--- src/rtl/idx_ea_pkg.sv ---
package idx_ea_pkg;
  localparam int AW    = 16;
  localparam int PBW   = 8;
  localparam int ACCW  = 8;
  localparam int CYCW  = 2;
  localparam int SELW  = 2;

  typedef logic [AW-1:0] word_t;

  typedef enum logic [2:0] {
    FAM_SHORT, FAM_AUTO, FAM_OFF9, FAM_OFF16, FAM_IND16, FAM_ACC, FAM_INDD
  } fam_e;

  typedef struct packed {
    fam_e            fam;
    logic [SELW-1:0] base_sel;
    logic [1:0]      acc_sel;
    logic            post;
    logic [3:0]      nib;
    logic            sign9;
    logic [4:0]      off5;
  } dec_t;

  function automatic word_t sext5(input logic [4:0] v);
    return {{(AW-5){v[4]}}, v};
  endfunction

  function automatic word_t auto_amount(input logic [3:0] n);
    if (n[3]) return {{(AW-4){1'b1}}, n};
    return {{(AW-4){1'b0}}, n} + word_t'(1);
  endfunction

  function automatic word_t sext9(input logic s, input logic [7:0] b);
    return {{(AW-8){s}}, b};
  endfunction

  function automatic word_t zext8(input logic [ACCW-1:0] b);
    return {{(AW-ACCW){1'b0}}, b};
  endfunction

  function automatic word_t pick_base(input logic [SELW-1:0] sel,
                                      input word_t x, input word_t y,
                                      input word_t sp, input word_t pc);
    case (sel)
      2'd0:    return x;
      2'd1:    return y;
      2'd2:    return sp;
      default: return pc;
    endcase
  endfunction
endpackage

--- src/rtl/idx_ea_decode.sv ---
module idx_ea_decode
  import idx_ea_pkg::*;
(
  input  logic [PBW-1:0] pb,
  output dec_t           dec
);
  always_comb begin
    dec          = '0;
    dec.off5     = pb[4:0];
    dec.nib      = pb[3:0];
    dec.post     = pb[4];
    dec.sign9    = pb[0];
    dec.acc_sel  = pb[1:0];
    if (!pb[5]) begin
      dec.fam      = FAM_SHORT;
      dec.base_sel = pb[7:6];
    end else if (pb[7:6] != 2'b11) begin
      dec.fam      = FAM_AUTO;
      dec.base_sel = pb[7:6];
    end else begin
      dec.base_sel = pb[4:3];
      if (pb[2:0] == 3'b011)
        dec.fam = FAM_IND16;
      else if (!pb[2])
        dec.fam = pb[1] ? FAM_OFF16 : FAM_OFF9;
      else
        dec.fam = (pb[1:0] == 2'b11) ? FAM_INDD : FAM_ACC;
    end
  end
endmodule

--- src/rtl/idx_ea_addr.sv ---
module idx_ea_addr
  import idx_ea_pkg::*;
(
  input  dec_t            dec,
  input  word_t           ext_word,
  input  logic            restricted,
  input  word_t           reg_x,
  input  word_t           reg_y,
  input  word_t           reg_sp,
  input  word_t           reg_pc,
  input  logic [ACCW-1:0] acc_a,
  input  logic [ACCW-1:0] acc_b,
  input  word_t           acc_d,
  output word_t           addr,
  output logic            need_mem,
  output logic            wb_en,
  output logic [SELW-1:0] wb_sel,
  output word_t           wb_val,
  output logic [CYCW-1:0] extra,
  output logic            rejected
);
  word_t base, amt, upd, acc_off;
  logic  long_form;

  assign base    = pick_base(dec.base_sel, reg_x, reg_y, reg_sp, reg_pc);
  assign amt     = auto_amount(dec.nib);
  assign upd     = base + amt;
  assign wb_sel  = dec.base_sel;

  always_comb begin
    case (dec.acc_sel)
      2'd0:    acc_off = zext8(acc_a);
      2'd1:    acc_off = zext8(acc_b);
      default: acc_off = acc_d;
    endcase
  end

  always_comb begin
    addr      = '0;
    need_mem  = 1'b0;
    wb_en     = 1'b0;
    wb_val    = '0;
    extra     = '0;
    long_form = 1'b0;
    case (dec.fam)
      FAM_SHORT: addr = base + sext5(dec.off5);
      FAM_AUTO: begin
        addr   = dec.post ? base : upd;
        wb_en  = 1'b1;
        wb_val = upd;
      end
      FAM_OFF9: begin
        addr      = base + sext9(dec.sign9, ext_word[7:0]);
        extra     = CYCW'(1);
        long_form = 1'b1;
      end
      FAM_OFF16: begin
        addr      = base + ext_word;
        extra     = CYCW'(1);
        long_form = 1'b1;
      end
      FAM_IND16: begin
        addr      = base + ext_word;
        need_mem  = 1'b1;
        extra     = CYCW'(1);
        long_form = 1'b1;
      end
      FAM_ACC:  addr = base + acc_off;
      FAM_INDD: begin
        addr      = base + acc_d;
        need_mem  = 1'b1;
        extra     = CYCW'(1);
        long_form = 1'b1;
      end
      default: addr = '0;
    endcase
    rejected = long_form & restricted;
    if (rejected) begin
      addr     = '0;
      need_mem = 1'b0;
      extra    = '0;
    end
  end
endmodule

--- src/rtl/idx_ea_ctrl.sv ---
module idx_ea_ctrl
  import idx_ea_pkg::*;
(
  input  logic            clk,
  input  logic            rst_n,
  input  logic            accept,
  input  word_t           calc_addr,
  input  logic            calc_mem,
  input  logic            calc_wb_en,
  input  logic [SELW-1:0] calc_wb_sel,
  input  word_t           calc_wb_val,
  input  logic [CYCW-1:0] calc_extra,
  input  logic            mem_ack,
  input  word_t           mem_rdata,
  output logic            idle,
  output logic            mem_req,
  output word_t           mem_addr,
  output logic            done,
  output word_t           ea,
  output logic            wb_en,
  output logic [SELW-1:0] wb_sel,
  output word_t           wb_val,
  output logic [CYCW-1:0] extra_cyc
);
  typedef enum logic [1:0] {ST_IDLE, ST_MEM, ST_RESP} state_e;
  state_e          state;
  word_t           addr_q, wbv_q;
  logic            wbe_q;
  logic [SELW-1:0] wbs_q;
  logic [CYCW-1:0] ext_q;

  always_ff @(posedge clk) begin
    if (!rst_n) begin
      state  <= ST_IDLE;
      addr_q <= '0;
      wbv_q  <= '0;
      wbe_q  <= 1'b0;
      wbs_q  <= '0;
      ext_q  <= '0;
    end else begin
      case (state)
        ST_IDLE: if (accept) begin
          addr_q <= calc_addr;
          wbe_q  <= calc_wb_en;
          wbs_q  <= calc_wb_sel;
          wbv_q  <= calc_wb_val;
          ext_q  <= calc_extra;
          state  <= calc_mem ? ST_MEM : ST_RESP;
        end
        ST_MEM: if (mem_ack) begin
          addr_q <= mem_rdata;
          state  <= ST_RESP;
        end
        default: state <= ST_IDLE;
      endcase
    end
  end

  assign idle      = (state == ST_IDLE);
  assign mem_req   = (state == ST_MEM);
  assign mem_addr  = addr_q;
  assign done      = (state == ST_RESP);
  assign ea        = addr_q;
  assign wb_en     = done & wbe_q;
  assign wb_sel    = wbs_q;
  assign wb_val    = wbv_q;
  assign extra_cyc = ext_q;
endmodule

--- src/rtl/idx_ea_gen.sv ---
module idx_ea_gen
  import idx_ea_pkg::*;
(
  input  logic            clk,
  input  logic            rst_n,
  input  logic            req_valid,
  output logic            req_ready,
  input  logic [PBW-1:0]  postbyte,
  input  logic [AW-1:0]   ext_word,
  input  logic            restricted,
  input  logic [AW-1:0]   reg_x,
  input  logic [AW-1:0]   reg_y,
  input  logic [AW-1:0]   reg_sp,
  input  logic [AW-1:0]   reg_pc,
  input  logic [ACCW-1:0] acc_a,
  input  logic [ACCW-1:0] acc_b,
  input  logic [AW-1:0]   acc_d,
  output logic            mem_req,
  output logic [AW-1:0]   mem_addr,
  input  logic            mem_ack,
  input  logic [AW-1:0]   mem_rdata,
  output logic            done,
  output logic [AW-1:0]   ea,
  output logic            wb_en,
  output logic [SELW-1:0] wb_sel,
  output logic [AW-1:0]   wb_val,
  output logic [CYCW-1:0] extra_cyc
);
  dec_t            dec;
  word_t           calc_addr, calc_wb_val;
  logic            calc_mem, calc_wb_en, calc_rejected;
  logic [SELW-1:0] calc_wb_sel;
  logic [CYCW-1:0] calc_extra;
  logic            idle;
  logic            accept;
  logic            mem_fire;

  assign req_ready = idle;
  assign accept    = req_valid & idle;
  assign mem_fire  = mem_req & mem_ack;

  idx_ea_decode u_dec (.pb(postbyte), .dec(dec));

  idx_ea_addr u_addr (
    .dec(dec), .ext_word(ext_word), .restricted(restricted),
    .reg_x(reg_x), .reg_y(reg_y), .reg_sp(reg_sp), .reg_pc(reg_pc),
    .acc_a(acc_a), .acc_b(acc_b), .acc_d(acc_d),
    .addr(calc_addr), .need_mem(calc_mem), .wb_en(calc_wb_en),
    .wb_sel(calc_wb_sel), .wb_val(calc_wb_val), .extra(calc_extra),
    .rejected(calc_rejected)
  );

  idx_ea_ctrl u_ctrl (
    .clk(clk), .rst_n(rst_n), .accept(accept),
    .calc_addr(calc_addr), .calc_mem(calc_mem), .calc_wb_en(calc_wb_en),
    .calc_wb_sel(calc_wb_sel), .calc_wb_val(calc_wb_val),
    .calc_extra(calc_extra), .mem_ack(mem_ack), .mem_rdata(mem_rdata),
    .idle(idle), .mem_req(mem_req), .mem_addr(mem_addr), .done(done),
    .ea(ea), .wb_en(wb_en), .wb_sel(wb_sel), .wb_val(wb_val),
    .extra_cyc(extra_cyc)
  );
endmodule

--- config.mk ---
export PLATFORM = sky130hd
export DESIGN_NAME = idx_ea_gen
export DESIGN_NICKNAME = d
export VERILOG_FILES = /design/src/rtl/idx_ea_pkg.sv /design/src/rtl/idx_ea_decode.sv /design/src/rtl/idx_ea_addr.sv /design/src/rtl/idx_ea_ctrl.sv /design/src/rtl/idx_ea_gen.sv
export SDC_FILE = /design/constraint.sdc
export NUM_CORES = 1
export LEC_CHECK = 0
export BUFFER_PORTS_ARGS = -buffer_cell sky130_fd_sc_hd__buf_2
export CORE_ASPECT_RATIO = 1.1
export CORE_MARGIN = 5
export CORE_UTILIZATION = 35
export CTS_BUF_LIST = sky130_fd_sc_hd__clkbuf_8
export DETAILED_ROUTE_END_ITERATION = 12
export PLACE_DENSITY = 0.62
export SYNTH_ARGS = -nofsm -noshare
export SYNTH_HDL_FRONTEND = slang
export SYNTH_SLANG_ARGS = --single-unit
--- constraint.sdc ---
create_clock -name clk -period 8.15 [get_ports clk]
set_clock_uncertainty 0.15 [all_clocks]
set_input_delay 2.445 -clock clk [delete_from_list [all_inputs] [get_ports clk]]
set_output_delay 2.445 -clock clk [all_outputs]
set_load 0.02 [all_outputs]
=== Yosys cells after proc, flatten, opt, wreduce, memory -nomap -nowiden ===
Index checks and enable logic that the tools add are counted.

* Register bits after elaboration: 39
* Bits of input ports: 141
* Output and inout port bits: 56
* Word-level logic and storage cells: 71

* Add/sub/neg operators: 7
* Equality and inequality tests: 16
* Mux-type cells: 28
* Bitwise operators: 3
* Reduce and logical (&&, ||, !) cells: 11

{| class="wikitable"
|+ Operators with widths
! operator !! number
|-
| 16-bit 2-to-1 mux || 7
|-
| 16-bit adder || 6
|-
| 16-bit case mux with 6 select lines || 1
|-
| 16-bit case mux with 2 select lines || 2
|-
| 16-bit case mux with 3 select lines || 1
|-
| 5-bit 2-to-1 mux || 2
|-
| 3-bit by 2-bit equality test with 1-bit output (second input constant) || 3
|-
| 3-bit equality test (second input constant) || 3
|-
| 1-bit 2-to-1 mux || 8
|-
| 2-bit 2-to-1 mux || 4
|-
| 2-bit by 1-bit equality test with 1-bit output (second input constant) || 3
|-
| 2-bit equality test (second input constant) || 3
|-
| 2-bit logical NOT || 3
|-
| 3-bit 2-to-1 mux || 2
|-
| 4-bit by 1-bit adder with 5-bit output (second input constant) || 1
|-
| 2-bit by 1-bit != test with 1-bit output (second input constant) || 2
|-
| 2-bit case mux with 2 select lines || 1
|-
| 2-bit AND reduction || 2
|-
| 2-bit OR reduction || 2
|-
| 4-bit OR reduction || 1
|-
| 1-bit bitwise AND || 3
|-
| 3-bit by 1-bit equality test with 1-bit output (second input constant) || 1
|-
| 3-bit logical NOT || 1
|-
| 3-bit AND reduction || 1
|-
| other kinds (2) || 2
|}

=== Logic depth before layout (Yosys ltp) ===
Gate-level depths: netlist of the first run.

* Depth after elaboration: 14
* Gate-level depth with buffers: 19
* Mapped depth without buffers: 18

=== Modules after synthesis ===
A second synthesis of the first run with hierarchy kept.

* Cells, all modules: 643
* Area, all modules: 4894.7 sq um

{| class="wikitable"
|+ By module, submodules not included
! module !! times used !! cells each !! area an instance (sq um) !! seq. area each (sq um)
|-
| idx_ea_addr || 1 || 438 || 3037.9 || 0.0
|-
| idx_ea_ctrl || 1 || 177 || 1671.6 || 780.7
|-
| idx_ea_decode || 1 || 27 || 178.9 || 0.0
|-
| idx_ea_gen || 1 || 1 || 6.3 || 0.0
|}

=== Least setup slack after synthesis of the first run ===
Ideal clock, no wire load.

* Path kind: input to register
* Start: input postbyte[0]
* End: register u_ctrl.addr_q[12] (netlist: u_ctrl.ea[12])
* Library setup time: 0.128 ns
* Data arrival time: 6.025 ns
* Data required time: 7.872 ns
* Path slack: 1.847 ns
* Stages: 18
* Path buffers: 1
* Cells stage by stage: ha_1 -> inv_1 -> ha_1 -> clkbuf_1 -> nand3_1 -> a221o_1 -> a222oi_1 -> nor2_1 -> ha_1 -> fa_1 -> a21o_1 -> and4_1 -> o31a_1 -> nor2_1 -> o21ai_0 -> xor2_1 -> a221oi_1 -> a21oi_1

* Cells in the longest elaborated chain, start to end: 13
* Elaborated cells on any way between the ends: 33
* Classes of those cells: 5 x add/sub; 9 x eq/ne; 14 x mux; 1 x bitwise; 4 x reduce/logical

{| class="wikitable"
|+ RTL lines
! element !! RTL line !! RTL
|-
| start: declaration || idx_ea_gen.sv:8 || <nowiki>input logic [PBW-1:0] postbyte,</nowiki>
|-
| parallel branches: the longest is 10 deep, another holds 16-bit adder || - ||
|-
| 16-bit 2-to-1 mux * || idx_ea_addr.sv:78 || <nowiki>if (rejected) begin</nowiki>
|-
| 16-bit 2-to-1 mux * || idx_ea_ctrl.sv:42 || <nowiki>ST_IDLE: if (accept) begin</nowiki>
|-
| 16-bit case mux with 2 select lines * || idx_ea_ctrl.sv:41 || <nowiki>case (state)</nowiki>
|-
| end signal: assignment || idx_ea_ctrl.sv:43 || <nowiki>addr_q <= calc_addr;</nowiki>
|-
| end signal: assignment || idx_ea_ctrl.sv:51 || <nowiki>addr_q <= mem_rdata;</nowiki>
|-
| end: declaration || idx_ea_ctrl.sv:27 || <nowiki>word_t addr_q, wbv_q;</nowiki>
|}

Every way passes the cells marked *. The select of a mux whose other input is x is not followed.
A chain may end at the register's enable or synchronous reset.

=== Worst setup path in the final report of the first run ===
* Start: input postbyte[1]
* End: register u_ctrl.addr_q[13] (netlist: u_ctrl.ea[13])

Same word-level chain as after synthesis.

==> impl_metrics.prom, run 1 <==
# TYPE chip_impl_metric gauge
chip_impl_info{name="outcome",value="finished clean"} 1
chip_impl_info{name="capturing_instance_or_port_of_the_critical_path",value="u_ctrl.ea[13]"} 1
chip_impl_metric{name="seqCellArea",unit="µm²"} 761
chip_impl_metric{name="fin_crit",unit="ps"} 6880
chip_impl_metric{name="routed-via-count",unit=""} 5057
chip_impl_metric{name="detailed_placement_wirelength_estimate",unit="mm"} 13.6
chip_impl_metric{name="area_occupied_by_multi_input_gates",unit="µm²"} 3350
chip_impl_metric{name="cts_post_setup_buffers_inserted",unit=""} 0
chip_impl_info{name="timing.rr.start",value="u_ctrl.state[0]"} 1
chip_impl_metric{name="h-tree-depth",unit=""} 2
chip_impl_info{name="timing.hold.worst.class",value="reg -> reg"} 1
chip_impl_metric{name="timing_hold_violations_final",unit=""} 0
chip_impl_metric{name="syn-mean-instance-area",unit="µm²"} 7.87
chip_impl_metric{name="drc",unit=""} 0
chip_impl_metric{name="post_layout_nonfiller_instances",unit=""} 876
chip_impl_info{name="r2r_end",value="u_ctrl.ea[9]"} 1
chip_impl_metric{name="num_rows",unit=""} 43
chip_impl_metric{name="maxCapViolCount",unit=""} 0
chip_impl_metric{name="worstPathMaxFanout",unit=""} 16
chip_impl_metric{name="n_antenna_cell",unit=""} 0
chip_impl_metric{name="ys_seq_elements",unit=""} 38
chip_impl_metric{name="final.setup.worst_slack",unit="ps"} 1270
chip_impl_metric{name="avgViaCountPerCell",unit=""} 5.77
chip_impl_metric{name="routed_wl",unit="mm"} 16.2
chip_impl_metric{name="design.final.nets",unit=""} 897
chip_impl_metric{name="clock_power_share",unit=""} 0.161
chip_impl_metric{name="combined_area_of_all_synthesized_cells",unit="µm²"} 4410
chip_impl_metric{name="track_usage",unit=""} 0.210
chip_impl_metric{name="cts.sink_count",unit=""} 38
chip_impl_metric{name="worstPathRequired",unit="ps"} 8190
chip_impl_metric{name="num-fill-cells",unit=""} 1296
chip_impl_metric{name="ys_async_sr_fraction",unit=""} 0
chip_impl_metric{name="worst-slew-pin-transition",unit="ps"} 1180
chip_impl_info{name="yosys-top-cells-area",value="sky130_fd_sc_hd__dfxtp_1, sky130_fd_sc_hd__ha_1, sky130_fd_sc_hd__mux4_2"} 1
chip_impl_metric{name="detailedPlace.worstSlack",unit="ps"} 1010
chip_impl_metric{name="ff2ff_setup_slack",unit="ps"} 5360
chip_impl_metric{name="synthCells",unit=""} 561
chip_impl_metric{name="grt_antenna_before_repair",unit=""} 0
chip_impl_metric{name="synth.top_cell.area_share",unit=""} 0.172
chip_impl_info{name="synth_largest_area_cell",value="sky130_fd_sc_hd__dfxtp_1"} 1
chip_impl_metric{name="synth_enable_flop_cells",unit=""} 0
chip_impl_metric{name="cts.hold.buffers_added",unit=""} 0
chip_impl_metric{name="synthToLayoutAreaGrowth",unit="%"} 23.6
chip_impl_metric{name="vdd.ir_drop.worst",unit="µV"} 77.8
chip_impl_metric{name="fraction_of_final_layout_cells_with_drive_strength_greater_than_1",unit=""} 0.327
chip_impl_metric{name="cts_inserted_buffers",unit=""} 5
chip_impl_info{name="timing.critical_path.from",value="postbyte[1]"} 1
chip_impl_metric{name="worst-endpoint-arrival",unit="ps"} 6920
chip_impl_metric{name="floorplan.io_pins",unit=""} 197
chip_impl_metric{name="routabilityCongestion",unit=""} 0.945
chip_impl_metric{name="initial_standard_cell_utilization_of_the_core",unit=""} 0.354
chip_impl_info{name="synth_flop_cell",value="sky130_fd_sc_hd__dfxtp_1"} 1
chip_impl_metric{name="period_share",unit=""} 0.844
chip_impl_metric{name="drtIter0Drc",unit=""} 347
chip_impl_metric{name="report.final.setup_viol",unit=""} 0
chip_impl_metric{name="total_die_area",unit="µm²"} 15000
chip_impl_info{name="endpoint_kind_of_the_worst_setup_timing_path",value="register"} 1
chip_impl_metric{name="static-leakage-power",unit="nW"} 2.51
chip_impl_metric{name="globalRoute.totalOverflow",unit=""} 0
chip_impl_metric{name="worst_setup_hold_path_clk_slew",unit="ps"} 80
chip_impl_metric{name="dr.pass1.iters",unit=""} 5
chip_impl_info{name="ctsRootBufferMaster",value="sky130_fd_sc_hd__clkbuf_8"} 1
chip_impl_metric{name="sw_pwr",unit="mW"} 0.351
chip_impl_metric{name="intPower",unit="mW"} 0.459
chip_impl_metric{name="die_w",unit="µm"} 117
chip_impl_metric{name="postSynthNetCount",unit=""} 738
chip_impl_metric{name="power_density",unit="nW/µm²"} 148
chip_impl_metric{name="core_region_area",unit="µm²"} 12500
chip_impl_metric{name="grt_pass1_vias",unit=""} 4867
chip_impl_info{name="cts_tree",value="built"} 1
chip_impl_metric{name="grt_pass1_wl",unit="mm"} 25.1
chip_impl_metric{name="max-clock-path-buffers",unit=""} 2
chip_impl_metric{name="p_sw_frac",unit=""} 0.433
chip_impl_metric{name="die_height",unit="µm"} 128
chip_impl_metric{name="worst_r2r_path_depth",unit=""} 7
chip_impl_metric{name="synth.yosys.seq_area_share",unit=""} 0.172
chip_impl_metric{name="netlist-cell-type-count",unit=""} 62
chip_impl_metric{name="maxSlewViolCount",unit=""} 0
chip_impl_info{name="critical_path_class",value="in -> reg"} 1
chip_impl_info{name="worst_setup_path_start_kind",value="primary input"} 1
chip_impl_metric{name="synth-warning-count",unit=""} 0
chip_impl_metric{name="fin_hold_ws",unit="ps"} 309
chip_impl_metric{name="post_cts_resize_count",unit=""} 0
chip_impl_metric{name="fmax",unit="MHz"} 145
chip_impl_metric{name="comb_power_share",unit=""} 0.575
chip_impl_metric{name="finalSetupTns",unit="ps"} 0
chip_impl_metric{name="port-buffer-count",unit=""} 195
chip_impl_metric{name="relSlewSlack",unit=""} 0.215
chip_impl_metric{name="wire_length_per_cell",unit="µm"} 18.5
chip_impl_metric{name="dp_cells",unit=""} 870
chip_impl_metric{name="insertion_delay_of_the_later_clocked_pin_in_the_worst_skew_pair",unit="ps"} 280
chip_impl_metric{name="power_frac_seq",unit=""} 0.264
chip_impl_metric{name="antenna_left",unit=""} 0
chip_impl_info{name="rsz0062_at_grt",value="no"} 1
chip_impl_metric{name="grt_start_max_net_pins",unit=""} 41
flip-flops by register name, indices dropped and copies added, names as in the netlist:
name	flops
u_ctrl.wb_val	16
u_ctrl.wbe_q	1
u_ctrl.wb_sel	2
u_ctrl.ea	16
u_ctrl.extra_cyc	1
u_ctrl.state	2
worst max-delay path, cell delays in order:
cell                        delay (ps)
sky130_fd_sc_hd__buf_2             170
sky130_fd_sc_hd__ha_1              170
sky130_fd_sc_hd__inv_1              40
sky130_fd_sc_hd__ha_1              400
sky130_fd_sc_hd__o21bai_1          210
sky130_fd_sc_hd__a21boi_1          860
sky130_fd_sc_hd__nand2_1           120
sky130_fd_sc_hd__a21oi_1           330
sky130_fd_sc_hd__ha_1              330
sky130_fd_sc_hd__a211oi_1          380
sky130_fd_sc_hd__o21ai_1           170
sky130_fd_sc_hd__a311oi_1          290
sky130_fd_sc_hd__o21ai_1           120
sky130_fd_sc_hd__a311o_1           400
sky130_fd_sc_hd__xnor2_1           170
sky130_fd_sc_hd__o2111ai_1         120
sky130_fd_sc_hd__o21a_1            210
cell families (layout without fill, tap and decap cells):
family                   Yosys count  count (layout)  share of synthesized area
other                              1               1                   0.000850
AND/OR/NAND/NOR                  186             186                      0.203
buffers and inverters             65             223                     0.0703
flip-flops                        38              38                      0.172
multiplexers                      28              28                      0.110
adder cells (fa/ha/maj)           36              36                      0.105
AO/OA/AOI/OAI                    184             184                      0.292
XOR/XNOR                          23              23                     0.0456
cells in the final DEF, fill, tap and decap left out, drive strengths merged, types with 4 or more instances in the layout:
cell type	synthesis	layout
buf	20	198
nand2	55	55
nor2	43	43
o21ai	40	40
dfxtp	38	38
a21oi	35	35
ha	34	34
nor2b	19	19
inv	19	19
nor3	18	18
mux4	16	16
nand3	16	16
a31oi	16	16
xnor2	14	14
a221oi	11	11
a221o	9	9
xor2	9	9
and2	8	8
a22oi	8	8
o21a	8	8
mux2i	8	8
o21bai	7	7
a222oi	7	7
a21o	7	7
clkbuf	26	6
a21boi	6	6
or3	5	5
and3	5	5
o22ai	5	5
nand3b	4	4
o2111ai	4	4
nand2b	4	4
o31a	4	4
mux2	4	4
per-layer routing:
metal,GRT usage,share of wire,vias to the layer above
met5,0,0,-
met4,0.0439,0.016,0
met3,0.0316,0.091,16
met2,0.341,0.46,280
met1,0.295,0.43,2344
li1,-,-,2417
power by group through the flow:
stage                     combinational (mW)  sequential, mW  clock, mW
final                                  0.466           0.214      0.131
after global routing                   0.508           0.216      0.140
after CTS                              0.462           0.214      0.132
after detailed placement               0.460           0.218          0
after global placement                 0.453           0.217          0
after floorplan                        0.312           0.234          0
metrics by stage:
stage          instance area (µm²)  power, mW   util
2_1_floorplan                 4410      0.546      -
3_3_place_gp                  5370      0.671  0.431
3_5_place_dp                  5370      0.678  0.431
4_1_cts                       5460      0.808  0.437
5_1_grt                       5460      0.863  0.437
6_report                      5460      0.810  0.437
final cells by class:
cell class,count,share of cell area
Tap cell,157,0.0360
Clock buffer,6,0.0151
Multi-Input combinational cell,458,0.613
Inverter,19,0.0131
Sequential cell,38,0.139
Timing Repair Buffer,198,0.183
Yosys cell counts, types with 3 or more instances:
cell                        count
sky130_fd_sc_hd__a211oi_1       3
sky130_fd_sc_hd__a21boi_0       4
sky130_fd_sc_hd__a21o_1         6
sky130_fd_sc_hd__a21oi_1       34
sky130_fd_sc_hd__a221o_1        9
sky130_fd_sc_hd__a221oi_1      11
sky130_fd_sc_hd__a222oi_1       7
sky130_fd_sc_hd__a22oi_1        8
sky130_fd_sc_hd__a31oi_1       16
sky130_fd_sc_hd__and2_1         8
sky130_fd_sc_hd__and3_1         5
sky130_fd_sc_hd__buf_4         17
sky130_fd_sc_hd__clkbuf_1      26
sky130_fd_sc_hd__dfxtp_1       38
sky130_fd_sc_hd__ha_1          34
sky130_fd_sc_hd__inv_1         19
sky130_fd_sc_hd__mux2_2         4
sky130_fd_sc_hd__mux2i_1        8
sky130_fd_sc_hd__mux4_2        16
sky130_fd_sc_hd__nand2_1       54
sky130_fd_sc_hd__nand2b_1       4
sky130_fd_sc_hd__nand3_1       16
sky130_fd_sc_hd__nand3b_1       4
sky130_fd_sc_hd__nor2_1        43
sky130_fd_sc_hd__nor2b_1       19
sky130_fd_sc_hd__nor3_1        16
sky130_fd_sc_hd__nor4_1         3
sky130_fd_sc_hd__o2111ai_1      4
sky130_fd_sc_hd__o21a_1         8
sky130_fd_sc_hd__o21ai_0       30
sky130_fd_sc_hd__o21ai_1       10
sky130_fd_sc_hd__o21bai_1       7
sky130_fd_sc_hd__o22ai_1        5
sky130_fd_sc_hd__o31a_1         4
sky130_fd_sc_hd__or3_1          5
sky130_fd_sc_hd__xnor2_1       14
sky130_fd_sc_hd__xor2_1         9
worst min-delay path by stage:
stage	startpoint	endpoint	cells past startpoint
5_1_grt	u_ctrl.wb_val[13]	u_ctrl.wb_val[13]	2
3_5_place_dp	u_ctrl.wb_val[4]	u_ctrl.wb_val[4]	2
4_1_cts	u_ctrl.wb_val[4]	u_ctrl.wb_val[4]	2
3_3_place_gp	u_ctrl.wb_val[13]	u_ctrl.wb_val[13]	2
6_report	u_ctrl.wb_val[4]	u_ctrl.wb_val[4]	2
2_1_floorplan	u_ctrl.wbe_q	u_ctrl.wbe_q	2
Note: power is estimated with default switching activity, not from simulation.
==> inputs of run 2 (changes only) <==
==> constraint.sdc (replaced) <==
create_clock -name clk -period 6.9 [get_ports clk]
set_clock_uncertainty 0.15 [all_clocks]
set_input_delay 2.07 -clock clk [delete_from_list [all_inputs] [get_ports clk]]
set_output_delay 2.07 -clock clk [all_outputs]
set_load 0.02 [all_outputs]
==> run 2 against run 1 <==
Clock power is 76% higher. Via count is 1.2% lower. Routed wire length is 0.11% higher. Sequential power is 18% higher. Combinational power is 18% higher. Worst setup slack worse by 700 ps. Largest cell class unchanged. Highest routed layer unchanged.
==> impl_metrics.prom, run 2 (same netlist as run 1, synthesis figures left out) <==
# TYPE chip_impl_metric gauge
chip_impl_metric{name="grt_pass1_vias",unit=""} 4937
chip_impl_metric{name="cts_inserted_buffers",unit=""} 5
chip_impl_metric{name="drc",unit=""} 0
chip_impl_metric{name="post_cts_resize_count",unit=""} 0
chip_impl_metric{name="grt_antenna_before_repair",unit=""} 0
chip_impl_metric{name="fraction_of_final_layout_cells_with_drive_strength_greater_than_1",unit=""} 0.331
chip_impl_metric{name="cts.hold.buffers_added",unit=""} 0
chip_impl_metric{name="relSlewSlack",unit=""} 0.153
chip_impl_info{name="timing.hold.worst.class",value="reg -> reg"} 1
chip_impl_metric{name="maxSlewViolCount",unit=""} 0
chip_impl_metric{name="n_antenna_cell",unit=""} 0
chip_impl_metric{name="synthToLayoutAreaGrowth",unit="%"} 25.4
chip_impl_info{name="worst_path_max_delay_cell",value="sky130_fd_sc_hd__a21oi_1"} 1
chip_impl_metric{name="h-tree-depth",unit=""} 2
chip_impl_metric{name="num_rows",unit=""} 43
chip_impl_metric{name="fin_crit",unit="ps"} 6330
chip_impl_info{name="cp_cell_sequence",value="buf_2 -> ha_1 -> inv_1 -> ha_1 -> nor2b_1 -> o21ai_0 -> a21oi_1 -> a22oi_1 -> a21oi_1 -> ha_1 -> a211oi_1 -> o21ai_1 -> a311oi_1 -> o21ai_1 -> a311o_1 -> xnor2_1 -> o2111ai_1 -> o21a_1"} 1
chip_impl_metric{name="area_occupied_by_multi_input_gates",unit="µm²"} 3350
chip_impl_metric{name="report.final.setup_viol",unit=""} 0
chip_impl_metric{name="period_share",unit=""} 0.917
chip_impl_metric{name="design.final.nets",unit=""} 900
chip_impl_metric{name="static-leakage-power",unit="nW"} 2.55
chip_impl_info{name="timing.rr.start",value="u_ctrl.state[0]"} 1
chip_impl_info{name="timing.critical_path.from",value="postbyte[1]"} 1
chip_impl_metric{name="stdcell_area",unit="µm²"} 5530
chip_impl_metric{name="antenna_left",unit=""} 0
chip_impl_metric{name="fmax",unit="MHz"} 158
chip_impl_metric{name="core_region_area",unit="µm²"} 12500
chip_impl_info{name="critical_path_class",value="in -> reg"} 1
chip_impl_metric{name="power_density",unit="nW/µm²"} 187
chip_impl_metric{name="path_buf_inv",unit=""} 2
chip_impl_metric{name="die_height",unit="µm"} 128
chip_impl_metric{name="hold_path_depth",unit=""} 2
chip_impl_metric{name="worst_setup_hold_path_clk_slew",unit="ps"} 80
chip_impl_metric{name="cts_post_setup_buffers_inserted",unit=""} 0
chip_impl_metric{name="port-buffer-count",unit=""} 195
chip_impl_metric{name="worst-endpoint-arrival",unit="ps"} 6380
chip_impl_metric{name="detailed_place.area",unit="µm²"} 5400
chip_impl_metric{name="ff2ff_setup_slack",unit="ps"} 4070
chip_impl_metric{name="insertion_delay_of_the_later_clocked_pin_in_the_worst_skew_pair",unit="ps"} 290
chip_impl_metric{name="worst_r2r_path_depth",unit=""} 7
chip_impl_info{name="ctsRootBufferMaster",value="sky130_fd_sc_hd__clkbuf_8"} 1
chip_impl_metric{name="die_w",unit="µm"} 117
chip_impl_info{name="r2r_end",value="u_ctrl.ea[8]"} 1
chip_impl_metric{name="max-clock-path-buffers",unit=""} 2
chip_impl_metric{name="cts.sink_count",unit=""} 38
chip_impl_metric{name="cp.depth",unit=""} 18
chip_impl_info{name="layout.cells.most_common_list",value="sky130_fd_sc_hd__buf_2, sky130_fd_sc_hd__nand2_1, sky130_fd_sc_hd__nor2_1"} 1
chip_impl_metric{name="detailed_placement_wirelength_estimate",unit="mm"} 13.7
chip_impl_metric{name="worst-slew-pin-transition",unit="ps"} 1270
chip_impl_metric{name="worstPathMaxFanout",unit=""} 11
chip_impl_metric{name="track_usage",unit=""} 0.214
chip_impl_metric{name="num-fill-cells",unit=""} 1296
chip_impl_metric{name="total_die_area",unit="µm²"} 15000
chip_impl_metric{name="vdd.ir_drop.worst",unit="µV"} 86.3
chip_impl_info{name="final_common_cell",value="sky130_fd_sc_hd__buf_2"} 1
chip_impl_metric{name="routed_wl",unit="mm"} 16.2
chip_impl_info{name="outcome",value="finished clean"} 1
chip_impl_metric{name="timing_hold_violations_final",unit=""} 0
chip_impl_info{name="worst_setup_path_start_kind",value="primary input"} 1
chip_impl_info{name="capturing_instance_or_port_of_the_critical_path",value="u_ctrl.ea[13]"} 1
chip_impl_metric{name="maxCapViolCount",unit=""} 0
chip_impl_metric{name="worstPathRequired",unit="ps"} 6950
chip_impl_info{name="cpMostUsedCell",value="sky130_fd_sc_hd__ha_1"} 1
chip_impl_info{name="rsz0062_at_grt",value="no"} 1
chip_impl_metric{name="dr.pass1.iters",unit=""} 5
chip_impl_metric{name="routabilityCongestion",unit=""} 0.956
chip_impl_metric{name="critPathMaxStageDelay",unit="ps"} 480
chip_impl_metric{name="finalSetupTns",unit="ps"} 0
chip_impl_metric{name="avgViaCountPerCell",unit=""} 5.67
chip_impl_metric{name="grt_start_max_net_pins",unit=""} 41
chip_impl_metric{name="drtIter0Drc",unit=""} 317
chip_impl_metric{name="globalRoute.totalOverflow",unit=""} 0
chip_impl_metric{name="finalCoreUtilization",unit=""} 0.443
chip_impl_info{name="endpoint_kind_of_the_worst_setup_timing_path",value="register"} 1
chip_impl_metric{name="routed-via-count",unit=""} 4997
chip_impl_info{name="cts_tree",value="built"} 1
chip_impl_metric{name="wire_length_per_cell",unit="µm"} 18.4
chip_impl_info{name="crit_family",value="compound AO/OA/AOI/OAI gates"} 1
chip_impl_metric{name="grt_pass1_wl",unit="mm"} 25.4
chip_impl_metric{name="initial_standard_cell_utilization_of_the_core",unit=""} 0.354
chip_impl_metric{name="fin_hold_ws",unit="ps"} 305
chip_impl_metric{name="seqCellArea",unit="µm²"} 761
chip_impl_metric{name="floorplan.io_pins",unit=""} 197
run 2: cell types whose count changed in the layout (fill, tap and decap cells not counted):
cell / previous run / this run
sky130_fd_sc_hd__clkinv_4: 0 / 1
sky130_fd_sc_hd__clkbuf_8: 6 / 5
sky130_fd_sc_hd__bufinv_16: 0 / 2
sky130_fd_sc_hd__buf_4: 3 / 6
run 2: cell type report:
cell class                      instances  share of cell area
Clock buffer                            5              0.0124
Clock inverter                          3              0.0124
Inverter                               19              0.0129
Multi-Input combinational cell        458               0.605
Sequential cell                        38               0.137
Tap cell                              157              0.0355
Timing Repair Buffer                  201               0.184
run 2: how the worst min path moves through the flow:
stage / end / start / slack (ps)
floorplan: u_ctrl.wbe_q / u_ctrl.wbe_q / 320
global placement: u_ctrl.wb_val[15] / u_ctrl.wb_val[15] / 300
detailed placement: u_ctrl.wb_val[15] / u_ctrl.wb_val[15] / 290
CTS: u_ctrl.wb_val[15] / u_ctrl.wb_val[15] / 310
global route: u_ctrl.wb_val[15] / u_ctrl.wb_val[15] / 340
finish: u_ctrl.wb_val[15] / u_ctrl.wb_val[15] / 300
run 2: report_power, final:
| group | internal (mW) | switching, mW |
|---|---|---|
| clock network | 0.145 | 0.0855 |
| logic | 0.227 | 0.323 |
| registers | 0.239 | 0.0139 |
run 2: per-stage QoR:
stage	setup WS (ps)	power, mW	std cells
after floorplan	972	0.645	561
after global placement	509	0.794	873
after detailed placement	308	0.801	873
after CTS	598	1.03	881
after global routing	150	1.10	881
final	572	1.03	881
run 2: metal layers:
layer,GRT usage,vias up,wire length (µm)
li1,-,2432,-
met1,0.299,2310,7250
met2,0.334,226,7160
met3,0.0354,29,1330
met4,0.0688,0,467
met5,0,-,0
run 2: worst reg2reg max path: stages, from the launching register on:
cell,delay (ps)
sky130_fd_sc_hd__dfxtp_1,390
sky130_fd_sc_hd__nor2_1,90
sky130_fd_sc_hd__nand2_1,740
sky130_fd_sc_hd__nand2_1,690
sky130_fd_sc_hd__nand3_1,250
sky130_fd_sc_hd__nand2_1,100
sky130_fd_sc_hd__a22oi_1,200
sky130_fd_sc_hd__o21ai_0,110
